### config.mk
export PLATFORM = sky130hd
export DESIGN_NAME = pulse_accum
export DESIGN_NICKNAME = d
export VERILOG_FILES = /design/src/rtl/pa_pkg.sv /design/src/rtl/pa_pin_sync.sv /design/src/rtl/pa_prescaler.sv /design/src/rtl/pa_core.sv /design/src/rtl/pulse_accum.sv
export SDC_FILE = /design/constraint.sdc
export NUM_CORES = 1
export LEC_CHECK = 0
export BUFFER_PORTS_ARGS = -buffer_cell sky130_fd_sc_hd__buf_2
export CORE_MARGIN = 4
export CORE_UTILIZATION = 25
export DETAILED_ROUTE_END_ITERATION = 16
export GPL_TIMING_DRIVEN = 0
export PLACE_DENSITY = 0.47
export SYNTH_ARGS = -nofsm -noshare
export SYNTH_HDL_FRONTEND = slang
export SYNTH_SLANG_ARGS = --single-unit
### constraint.sdc
create_clock -name clk -period 2.75 [get_ports clk]
set_clock_uncertainty 0.2 [all_clocks]
set_input_delay 0.275 -clock clk [delete_from_list [all_inputs] [get_ports clk]]
set_output_delay 0.275 -clock clk [all_outputs]
set_load 0.02 [all_outputs]
### src/rtl/pa_pkg.sv
package pa_pkg;
  localparam int FLAG_N    = 2;
  localparam int FLAG_WRAP = 0;
  localparam int FLAG_PIN  = 1;

  typedef struct packed {
    logic en;
    logic gated;
    logic pol;
    logic wrap_ie;
    logic pin_ie;
  } pa_cfg_t;
endpackage

### src/rtl/pa_pin_sync.sv
module pa_pin_sync #(
  parameter int STAGES = 2
) (
  input  logic clk,
  input  logic rst,
  input  logic pin_i,
  input  logic pol_i,
  output logic lvl_o,
  output logic act_edge_o,
  output logic trail_edge_o
);
  logic [STAGES-1:0] sync_q;
  logic              prev_q;
  logic              prev_lvl;

  generate
    if (STAGES == 1) begin : g_one
      always_ff @(posedge clk) begin
        if (rst) sync_q <= '0;
        else     sync_q <= pin_i;
      end
    end else begin : g_chain
      always_ff @(posedge clk) begin
        if (rst) sync_q <= '0;
        else     sync_q <= {sync_q[STAGES-2:0], pin_i};
      end
    end
  endgenerate

  always_ff @(posedge clk) begin
    if (rst) prev_q <= 1'b0;
    else     prev_q <= sync_q[STAGES-1];
  end

  // The polarity is applied to both samples, so changing it never fakes an edge.
  assign lvl_o        = sync_q[STAGES-1] ^ pol_i;
  assign prev_lvl     = prev_q ^ pol_i;
  assign act_edge_o   = lvl_o & ~prev_lvl;
  assign trail_edge_o = ~lvl_o & prev_lvl;

  // Edge detection needs the previous sample to catch up, so active edges never repeat back to back.
  assert_edge_single_R2: assert property (@(posedge clk) disable iff (rst)
    (act_edge_o && $stable(pol_i)) |=> !act_edge_o)
    else $error("active edge reported on two consecutive clocks");
endmodule

### src/rtl/pa_prescaler.sv
module pa_prescaler #(
  parameter int DIV = 64
) (
  input  logic clk,
  input  logic rst,
  output logic tick_o
);
  localparam int PW = (DIV > 1) ? $clog2(DIV) : 1;
  localparam logic [PW-1:0] LAST = PW'(DIV - 1);

  logic [PW-1:0] pre_q;

  always_ff @(posedge clk) begin
    if (rst)                pre_q <= '0;
    else if (pre_q == LAST) pre_q <= '0;
    else                    pre_q <= pre_q + 1'b1;
  end

  assign tick_o = (pre_q == LAST);

  // One tick per DIV clocks: two ticks never come back to back.
  assert_tick_spacing_R4: assert property (@(posedge clk) disable iff (rst)
    tick_o |=> !tick_o)
    else $error("prescaler ticked on consecutive clocks");
endmodule

### src/rtl/pa_core.sv
module pa_core
  import pa_pkg::*;
#(
  parameter int W = 8
) (
  input  logic              clk,
  input  logic              rst,
  input  pa_cfg_t           cfg,
  input  logic              tick,
  input  logic              lvl,
  input  logic              act_edge,
  input  logic              trail_edge,
  input  logic              cnt_wr,
  input  logic [W-1:0]      cnt_wdata,
  input  logic [FLAG_N-1:0] flag_clr,
  output logic [W-1:0]      count_q,
  output logic              wrap_q,
  output logic              pin_q,
  output logic              irq_q
);
  localparam logic [W-1:0] ONE = {{(W-1){1'b0}}, 1'b1};
  localparam logic [W-1:0] TOP = '1;

  logic         inc, ev, wrap_ev;
  logic [W-1:0] cnt_n;
  logic         wrap_n, pin_n, irq_n;

  always_comb begin
    inc     = cfg.en & (cfg.gated ? (tick & lvl) : act_edge);
    ev      = cfg.en & (cfg.gated ? trail_edge : act_edge);
    wrap_ev = inc & ~cnt_wr & (count_q == TOP);
    if (cnt_wr)   cnt_n = cnt_wdata;
    else if (inc) cnt_n = count_q + ONE;
    else          cnt_n = count_q;
    wrap_n = wrap_ev | (wrap_q & ~flag_clr[FLAG_WRAP]);
    pin_n  = ev      | (pin_q  & ~flag_clr[FLAG_PIN]);
    irq_n  = (wrap_n & cfg.wrap_ie) | (pin_n & cfg.pin_ie);
  end

  always_ff @(posedge clk) begin
    if (rst) begin
      count_q <= '0;
      wrap_q  <= 1'b0;
      pin_q   <= 1'b0;
      irq_q   <= 1'b0;
    end else begin
      count_q <= cnt_n;
      wrap_q  <= wrap_n;
      pin_q   <= pin_n;
      irq_q   <= irq_n;
    end
  end

  assert_load_R9: assert property (@(posedge clk) disable iff (rst)
    cnt_wr |=> (count_q == $past(cnt_wdata)))
    else $error("count load not taken");

  assert_step_R2: assert property (@(posedge clk) disable iff (rst)
    !cnt_wr |=> ((count_q == $past(count_q)) || (count_q == ($past(count_q) + ONE))))
    else $error("count moved by more than one");

  assert_hold_disabled_R10: assert property (@(posedge clk) disable iff (rst)
    (!cfg.en && !cnt_wr) |=> (count_q == $past(count_q)))
    else $error("count changed while disabled");

  assert_wrap_zero_R6: assert property (@(posedge clk) disable iff (rst)
    $rose(wrap_q) |-> (count_q == '0))
    else $error("wrap flag set without wrap to zero");

  assert_irq_source_R11: assert property (@(posedge clk) disable iff (rst)
    irq_q |-> (wrap_q || pin_q))
    else $error("interrupt without a flag");
endmodule

### src/rtl/pulse_accum.sv
module pulse_accum
  import pa_pkg::*;
#(
  parameter int CNT_W       = 8,
  parameter int PRE_DIV     = 64,
  parameter int SYNC_STAGES = 2
) (
  input  logic             clk,
  input  logic             rst,
  input  logic             pin_i,
  input  logic             cfg_en,
  input  logic             cfg_gated,
  input  logic             cfg_pol,
  input  logic             cfg_wrap_ie,
  input  logic             cfg_pin_ie,
  input  logic             cnt_wr,
  input  logic [CNT_W-1:0] cnt_wdata,
  input  logic [1:0]       flag_clr,
  output logic [CNT_W-1:0] count_o,
  output logic             wrap_flag_o,
  output logic             pin_flag_o,
  output logic             irq_o
);
  pa_cfg_t cfg;
  logic    tick, lvl, act_edge, trail_edge;

  assign cfg = '{en: cfg_en, gated: cfg_gated, pol: cfg_pol,
                 wrap_ie: cfg_wrap_ie, pin_ie: cfg_pin_ie};

  pa_pin_sync #(.STAGES(SYNC_STAGES)) u_sync (
    .clk(clk), .rst(rst), .pin_i(pin_i), .pol_i(cfg_pol),
    .lvl_o(lvl), .act_edge_o(act_edge), .trail_edge_o(trail_edge)
  );

  pa_prescaler #(.DIV(PRE_DIV)) u_pre (
    .clk(clk), .rst(rst), .tick_o(tick)
  );

  pa_core #(.W(CNT_W)) u_core (
    .clk(clk), .rst(rst), .cfg(cfg), .tick(tick), .lvl(lvl),
    .act_edge(act_edge), .trail_edge(trail_edge),
    .cnt_wr(cnt_wr), .cnt_wdata(cnt_wdata), .flag_clr(flag_clr),
    .count_q(count_o), .wrap_q(wrap_flag_o), .pin_q(pin_flag_o), .irq_q(irq_o)
  );
endmodule

==> results of run 1 <==
metrics by stage:
stage | cells | cell area, um^2 | hold WS (ns)
2_1_floorplan | 108 | 975 | 0.192
3_3_place_gp | 183 | 1170 | 0.223
3_5_place_dp | 183 | 1170 | 0.236
4_1_cts | 186 | 1210 | 0.0148
5_1_grt | 186 | 1210 | 0.0172
6_report | 186 | 1210 | 0.0197
registers in the layout (all words and copies together), names as in the netlist:
| name | flops |
|---|---|
| u_core.wrap_q | 1 |
| u_core.pin_q | 1 |
| u_sync.prev_q | 1 |
| u_pre.pre_q | 6 |
| u_sync.sync_q | 2 |
| u_core.count_q | 8 |
| u_core.irq_q | 1 |
Yosys cell counts:
cell type | count | area, um^2
sky130_fd_sc_hd__nand4_1 | 1 | 6.26
sky130_fd_sc_hd__a32oi_1 | 1 | 8.76
sky130_fd_sc_hd__a211oi_1 | 5 | 37.5
sky130_fd_sc_hd__clkbuf_1 | 4 | 15.0
sky130_fd_sc_hd__nand2b_1 | 3 | 18.8
sky130_fd_sc_hd__o21ai_0 | 1 | 5.00
sky130_fd_sc_hd__a311oi_1 | 1 | 8.76
sky130_fd_sc_hd__dfxtp_1 | 20 | 400
sky130_fd_sc_hd__o2bb2ai_1 | 1 | 8.76
sky130_fd_sc_hd__and4_1 | 1 | 8.76
sky130_fd_sc_hd__a2111oi_1 | 1 | 10.0
sky130_fd_sc_hd__o21ai_2 | 1 | 8.76
sky130_fd_sc_hd__nand3_2 | 1 | 10.0
sky130_fd_sc_hd__ha_1 | 2 | 25.0
sky130_fd_sc_hd__o31ai_1 | 2 | 15.0
sky130_fd_sc_hd__nand3_1 | 6 | 30.0
sky130_fd_sc_hd__or3_1 | 1 | 6.26
sky130_fd_sc_hd__nand3b_1 | 2 | 15.0
sky130_fd_sc_hd__xnor2_1 | 9 | 78.8
sky130_fd_sc_hd__mux2i_1 | 1 | 10.0
sky130_fd_sc_hd__nor3b_1 | 1 | 7.51
sky130_fd_sc_hd__inv_1 | 4 | 15.0
sky130_fd_sc_hd__a21oi_1 | 4 | 20.0
sky130_fd_sc_hd__nor2_1 | 12 | 45.0
sky130_fd_sc_hd__xor2_1 | 2 | 17.5
sky130_fd_sc_hd__a211oi_2 | 3 | 37.5
sky130_fd_sc_hd__buf_6 | 1 | 11.3
sky130_fd_sc_hd__or4_4 | 1 | 11.3
sky130_fd_sc_hd__nor3_1 | 1 | 5.00
sky130_fd_sc_hd__nand2_1 | 8 | 30.0
sky130_fd_sc_hd__and3b_1 | 1 | 8.76
sky130_fd_sc_hd__nor2b_1 | 5 | 31.3
sky130_fd_sc_hd__o21bai_1 | 1 | 7.51
layer usage:
layer  vias to the layer above  share of wire, %  track usage [%]
li1                        438                 -                -
met1                       362                50             12.2
met2                        19                44             13.7
met3                         2               5.9             4.03
met4                         0              0.28             1.28
met5                         -                 0                0
path summary, 6_finish.rpt:
path / start / to / depth (start not counted)
max: u_pre.pre_q[0] / u_core.count_q[2] / 7
min: cfg_pin_ie / u_core.irq_q / 2
max reg2reg: u_pre.pre_q[0] / u_core.count_q[2] / 7
min reg2reg: u_sync.sync_q[0] / u_sync.sync_q[1] / 1
worst register-to-register path, cell delays in order, from the launching register on:
cell                        delay, ns
sky130_fd_sc_hd__dfxtp_1         0.36
sky130_fd_sc_hd__ha_1            0.21
sky130_fd_sc_hd__nand2_1         0.08
sky130_fd_sc_hd__or4_4           0.54
sky130_fd_sc_hd__buf_6           0.15
sky130_fd_sc_hd__nand2_1         0.15
sky130_fd_sc_hd__a211oi_1        0.10
sky130_fd_sc_hd__a2111oi_1       0.35
cells by family (layout without fill, tap and decap cells):
logic type	after synthesis	in the layout	synth area share (%)
fa+ha+maj	2	2	2.57
mux	1	1	1.03
compound gates	21	21	17.2
flops	20	20	41.1
simple gates	44	44	24.0
xor+xnor	11	11	9.89
buf+inv	9	39	4.24
cells in the final DEF, fill, tap and decap left out, types with 2 or more instances in the layout:
master and instances:
sky130_fd_sc_hd__dfxtp_1 20, sky130_fd_sc_hd__clkbuf_1 4, sky130_fd_sc_hd__nor2b_1 5, sky130_fd_sc_hd__inv_1 4, sky130_fd_sc_hd__a211oi_2 3, sky130_fd_sc_hd__a211oi_1 5, sky130_fd_sc_hd__clkbuf_8 3, sky130_fd_sc_hd__nand2_1 8
sky130_fd_sc_hd__a21oi_1 4, sky130_fd_sc_hd__xor2_1 2, sky130_fd_sc_hd__o31ai_1 2, sky130_fd_sc_hd__buf_2 27, sky130_fd_sc_hd__nand3_1 6, sky130_fd_sc_hd__nand2b_1 3, sky130_fd_sc_hd__nor2_1 12, sky130_fd_sc_hd__ha_1 2
sky130_fd_sc_hd__xnor2_1 9, sky130_fd_sc_hd__nand3b_1 2
final cells by class:
cell class | count | area (um^2)
Clock buffer | 3 | 41.3
Sequential cell | 20 | 400
Fill cell | 405 | 2500
Buffer | 5 | 26.3
Timing Repair Buffer | 27 | 135
Multi-Input combinational cell | 79 | 533
Inverter | 4 | 15.0
Tap cell | 48 | 60.1
power by group through the flow:
stage          clock network (uW)  logic, uW  registers (uW)
2_1_floorplan                   0       38.0             332
4_1_cts                       194       77.5             318
3_3_place_gp                    0       76.0             324
5_1_grt                       209       85.8             321
3_5_place_dp                    0       77.0             325
6_report                      186       75.8             318
==> qor.tcl, run 1 <==
set qor(tightest_slew_ns) 0.501
set qor(worst_setup_path_start_kind) {register}
set qor(p_int_uw) 436
set qor(detail-route-antenna-nets) 0
set qor(finalNetCount) 161
set qor(netSwitchingFraction_pct) 24.8
set qor(slew_headroom_pct) 66.6
set qor(grt_usage_pct) 9.09
set qor(vias_per_cell) 4.41
set qor(drt_drc_violations_left) 0
set qor(crit_buf_inv) 1
set qor(cp_common_cell) {sky130_fd_sc_hd__nand2_1}
set qor(antennaDiodeCount) 0
set qor(drive_above_1_share_pct) 26.8
set qor(clock_tree.root_cell) {sky130_fd_sc_hd__clkbuf_8}
set qor(height_of_the_chip_um) 70.4
set qor(route.detailed.wl_per_inst_um) 11.4
set qor(dieWidth_um) 70.4
set qor(largest_delay_contributor_family_on_the_critical_path) {simple AND/OR/NAND/NOR gates}
set qor(clock_latency_ns) 0.25
set qor(worstPathCellList) {ha_1, nand2_1, or4_4, buf_6, nand2_1, a211oi_1, a2111oi_1}
set qor(synth.yosys.warnings) 0
set qor(crit_path_largest_cell_delay_ns) 0.54
set qor(floorplan.io_pins) 30
set qor(cp_data_required_time_ns) 2.68
set qor(postSynthRegisterBits) 20
set qor(tritoncts.num_buffers) 3
set qor(drt-initial-drc-count) 27
set qor(synth.yosys.seq_area_share_pct) 41.1
set qor(final_min_period_over_clock_period_pct) 82.1
set qor(grt_max_degree) 11
set qor(synthToLayoutAreaGrowth_pct) 24.3
set qor(cts_tree) {yes}
set qor(htree_levels) 1
set qor(r2r_slack_ns) 0.49
set qor(fin_tns_setup_ns) 0
set qor(postCtsSetupBuffers) 0
set qor(final_util_pct) 32.6
set qor(cts-hold-fix-buffers) 0
set qor(post_synth_inst_count) 108
set qor(first_pass_iters) 4
set qor(port_buffers) 27
set qor(maxSlewViolCount) 0
set qor(sequentialPowerShare_pct) 54.8
set qor(worst_path_max_delay_cell) {sky130_fd_sc_hd__or4_4}
set qor(floorplan.rows) 22
set qor(worst-endpoint-arrival_ns) 2.19
set qor(synth_fp_nets) 129
set qor(first_global_vias) 813
set qor(net_switching_uw) 144
set qor(min_period_ns) 2.26
set qor(initial_core_util_pct) 26.2
set qor(power.clock.fraction_pct) 32.1
set qor(clkTransAtPathRegs_ns) 0.07
set qor(ctsResizeCount) 0
set qor(synth_cell_type_count) 33
set qor(cts_sinks) 20
set qor(fp.coreArea_um2) 3720
set qor(wirelength_mm) 2.12
set qor(setup-violations-final) 0
set qor(final_hold_violating_endpoints) 0
set qor(place.detailed.hpwl_mm) 1.67
set qor(grt_antenna_before_repair) 0
set qor(hold_path.class) {in -> reg}
set qor(combPwrFrac_pct) 13.1
set qor(power.total_uw) 580
set qor(rsz0062_at_grt) {false}
set qor(timing_worst_setup_path_type) {reg -> reg}
set qor(outcome) {completed}
set qor(setup_slack_ns) 0.491
set qor(leakage_uw) 0.000467
set qor(dieArea_um2) 4960
set qor(grt_first_pass_wirelength_mm) 3.68
set qor(power-per-cell-area_nw_per_um2) 479
set qor(critPathCaptureType) {register}
set qor(maxCapViolCount) 0
set qor(number_of_vias_after_detailed_routing) 821
set qor(synth_area_um2) 975
set qor(globalRouteOverflowTotal) 0
set qor(gp_congestion) 0.729
set qor(placement.setup.worst_slack_ns) 0.526
set qor(cts-root-to-sink-buffers) 2
set qor(synth.avg_cell_area_um2) 9.02
set qor(max_clock_freq_ghz) 0.443
set qor(power.ir.vdd_worst_v) 0.000265
set qor(crit_path_max_fanout) 7
Power figures use the tool's default switching activity.
==> inputs of run 2 (changes only) <==
==> constraint.sdc (replaced) <==
create_clock -name clk -period 2.3 [get_ports clk]
set_clock_uncertainty 0.2 [all_clocks]
set_input_delay 0.23 -clock clk [delete_from_list [all_inputs] [get_ports clk]]
set_output_delay 0.23 -clock clk [all_outputs]
set_load 0.02 [all_outputs]
==> qor.tcl, run 2 (same netlist as run 1, synthesis figures left out) <==
set qor(vias_per_cell) 4.41 ;# about the same
set qor(antennaDiodeCount) 0 ;# unchanged
set qor(worstPathCellList) {ha_2, nand2_1, or4_4, buf_6, a211oi_2, xnor2_1, a211oi_1}
set qor(net_switching_uw) 173 ;# +20%
set qor(crit_path_max_fanout) 7 ;# unchanged
set qor(floorplan.rows) 22 ;# unchanged
set qor(mostFrequentLayoutCell) {sky130_fd_sc_hd__buf_2}
set qor(combPwrFrac_pct) 13.4 ;# +0.3 points
set qor(min_period_ns) 2.15 ;# -0.106 ns
set qor(synthToLayoutAreaGrowth_pct) 26.1
set qor(setup.worst_path.end) {u_core.count_q[6]}
set qor(critPathCaptureType) {register}
set qor(final_hold_violating_endpoints) 0 ;# unchanged
set qor(number_of_vias_after_detailed_routing) 825 ;# +0.49%
set qor(rsz0062_at_grt) {false}
set qor(timing_worst_setup_path_type) {reg -> reg}
set qor(worst_path_max_delay_cell) {sky130_fd_sc_hd__or4_4}
set qor(r2r_slack_ns) 0.15 ;# -0.34 ns
set qor(number_of_placed_instances_with_taps_included) 183 ;# unchanged
set qor(p_int_uw) 523 ;# +20%
set qor(num-fill-cells) 404 ;# -0.25%
set qor(dieWidth_um) 70.4 ;# unchanged
set qor(clock_latency_ns) 0.25 ;# about the same
set qor(grt_max_degree) 11 ;# unchanged
set qor(place.detailed.hpwl_mm) 1.67 ;# unchanged
set qor(tightest_slew_ns) 0.501 ;# +0.000472 ns
set qor(grt_antenna_before_repair) 0 ;# unchanged
set qor(regToRegEndpoint) {u_core.count_q[6]}
set qor(netSwitchingFraction_pct) 24.8 ;# about the same
set qor(tritoncts.num_buffers) 3 ;# unchanged
set qor(maxCapViolCount) 0 ;# unchanged
set qor(grt_first_pass_wirelength_mm) 3.66 ;# -0.38%
set qor(height_of_the_chip_um) 70.4 ;# unchanged
set qor(cts-root-to-sink-buffers) 2 ;# unchanged
set qor(slew_headroom_pct) 66.6 ;# about the same
set qor(grt_usage_pct) 9.06 ;# -0.030 points
set qor(hold_path.class) {in -> reg}
set qor(crit_start) {u_pre.pre_q[0]}
set qor(drt_drc_violations_left) 0 ;# unchanged
set qor(initial_core_util_pct) 26.2 ;# unchanged
set qor(flip_flop_count_of_the_largest_register_after_layout) 8 ;# unchanged
set qor(max_clock_freq_ghz) 0.464 ;# +4.9%
set qor(power.clock.fraction_pct) 31.9 ;# -0.2 points
set qor(clkTransAtPathRegs_ns) 0.07 ;# about the same
set qor(critical_path.reg2reg.startpoint) {u_pre.pre_q[0]}
set qor(drt-initial-drc-count) 31 ;# +15%
set qor(multi_input_comb_area_um2) 541 ;# +1.4%
set qor(route.detailed.wl_per_inst_um) 11.3 ;# -0.68%
set qor(wirelength_mm) 2.12 ;# -0.14%
set qor(drive_above_1_share_pct) 28.1 ;# +1.2 points
set qor(first_global_vias) 807 ;# -0.74%
set qor(globalRouteOverflowTotal) 0 ;# unchanged
set qor(register_ranked_first_by_flip_flop_count) {u_core.count_q}
set qor(cts_sinks) 20 ;# unchanged
set qor(final_util_pct) 33.1 ;# +0.47 points
set qor(floorplan.io_pins) 30 ;# unchanged
set qor(outcome) {completed}
set qor(maxSlewViolCount) 0 ;# unchanged
set qor(power-per-cell-area_nw_per_um2) 566 ;# +18%
set qor(postCtsSetupBuffers) 0 ;# unchanged
set qor(sequentialPowerShare_pct) 54.7 ;# about the same
set qor(cts_tree) {yes}
set qor(finalNetCount) 162 ;# +0.62%
set qor(worst-endpoint-arrival_ns) 2.12 ;# -0.07 ns
set qor(setup-violations-final) 0 ;# unchanged
set qor(gp_congestion) 0.729 ;# unchanged
set qor(worst_setup_path_start_kind) {register}
set qor(clock_tree.root_cell) {sky130_fd_sc_hd__clkbuf_8}
set qor(final_min_period_over_clock_period_pct) 93.6 ;# +11 points
set qor(leakage_uw) 0.000471 ;# +0.68%
set qor(first_pass_iters) 4 ;# unchanged
set qor(fin_tns_setup_ns) 0 ;# unchanged
set qor(post_layout_nonfiller_instances) 187 ;# +0.54%
set qor(port_buffers) 27 ;# unchanged
set qor(crit_path_largest_cell_delay_ns) 0.54 ;# about the same
set qor(finalHoldWorstSlack_ns) 0.00606 ;# -0.0136 ns
set qor(fp.coreArea_um2) 3720 ;# unchanged
set qor(dieArea_um2) 4960 ;# unchanged
set qor(cp_data_required_time_ns) 2.27 ;# -0.41 ns
set qor(top_regs) {u_core.count_q: 8 flops, u_pre.pre_q: 6 flops, u_sync.sync_q: 2 flops}
set qor(layout.cells.most_common_list) {sky130_fd_sc_hd__buf_2 (27), sky130_fd_sc_hd__dfxtp_1 (20), sky130_fd_sc_hd__nor2_1 (12)}
set qor(rr_worst_depth) 7 ;# unchanged
set qor(power.ir.vdd_worst_v) 0.000317 ;# +19%
set qor(htree_levels) 1 ;# unchanged
set qor(final-seq-area_um2) 400 ;# unchanged
set qor(detail-route-antenna-nets) 0 ;# unchanged
[run 2: what timing repair did]
| action | 4_1_cts | 5_1_grt |
|---|---|---|
| hold buffers | 1 | 0 |
| gates resized for setup | 0 | 2 |
| endpoints found under the hold margin | 1 | 0 |
| endpoints found under the setup margin | 0 | 3 |
[run 2: layer usage]
metal | wire length [um] | part of all wire [%] | track usage, % | vias up
li1 | - | - | - | 441
met1 | 1050 | 50 | 12.1 | 363
met2 | 929 | 44 | 13.7 | 19
met3 | 126 | 6.0 | 4.03 | 2
met4 | 6 | 0.28 | 1.28 | 0
met5 | 0 | 0 | 0 | -
[run 2: worst min path at each step]
stage,from,end,cells past startpoint
final,pin_i,u_sync.sync_q[0],2
after global routing,cnt_wdata[4],u_core.count_q[4],3
after CTS,pin_i,u_sync.sync_q[0],2
after detailed placement,u_sync.sync_q[0],u_sync.sync_q[1],1
after global placement,u_sync.sync_q[0],u_sync.sync_q[1],1
after floorplan,cfg_pin_ie,u_core.irq_q,1
[run 2: power groups by stage]
| stage | registers [uW] | logic (uW) | clock network (uW) |
|---|---|---|---|
| 3_3_place_gp | 388 | 90.9 | 0 |
| 6_report | 380 | 93.4 | 222 |
| 4_1_cts | 380 | 93.9 | 232 |
| 3_5_place_dp | 388 | 92.1 | 0 |
| 2_1_floorplan | 397 | 45.4 | 0 |
| 5_1_grt | 384 | 105 | 250 |
[run 2: layout make-up]
type                    instances  area share (%)
well taps                      48            4.89
plain buffers                   5            2.14
clock buffers                   3            3.36
multi-input cells              79            44.0
inverters                       4            1.22
flip-flops and latches         20            32.6
repair buffers                 28            11.8
[run 2: worst max-delay path, delay by kind of cell, from the launching register on]
kind | cells | cell delay, ns
buffers and inverters | 1 | 0.15
and+or+nand+nor | 2 | 0.61
DFF | 1 | 0.36
xor gates and xnor gates | 1 | 0.09
adders and majority gates | 1 | 0.21
AOI/OAI and AO/OA | 2 | 0.45
[run 2: per-stage QoR]
| stage | instance area, um^2 | setup WS (ns) | power, uW |
|---|---|---|---|
| finish | 1230 | 0.147 | 696 |
| global route | 1230 | 0.0159 | 739 |
| CTS | 1220 | 0.0329 | 706 |
| detailed placement | 1170 | 0.0765 | 480 |
| global placement | 1170 | 0.102 | 479 |
| floorplan | 975 | 0.230 | 443 |
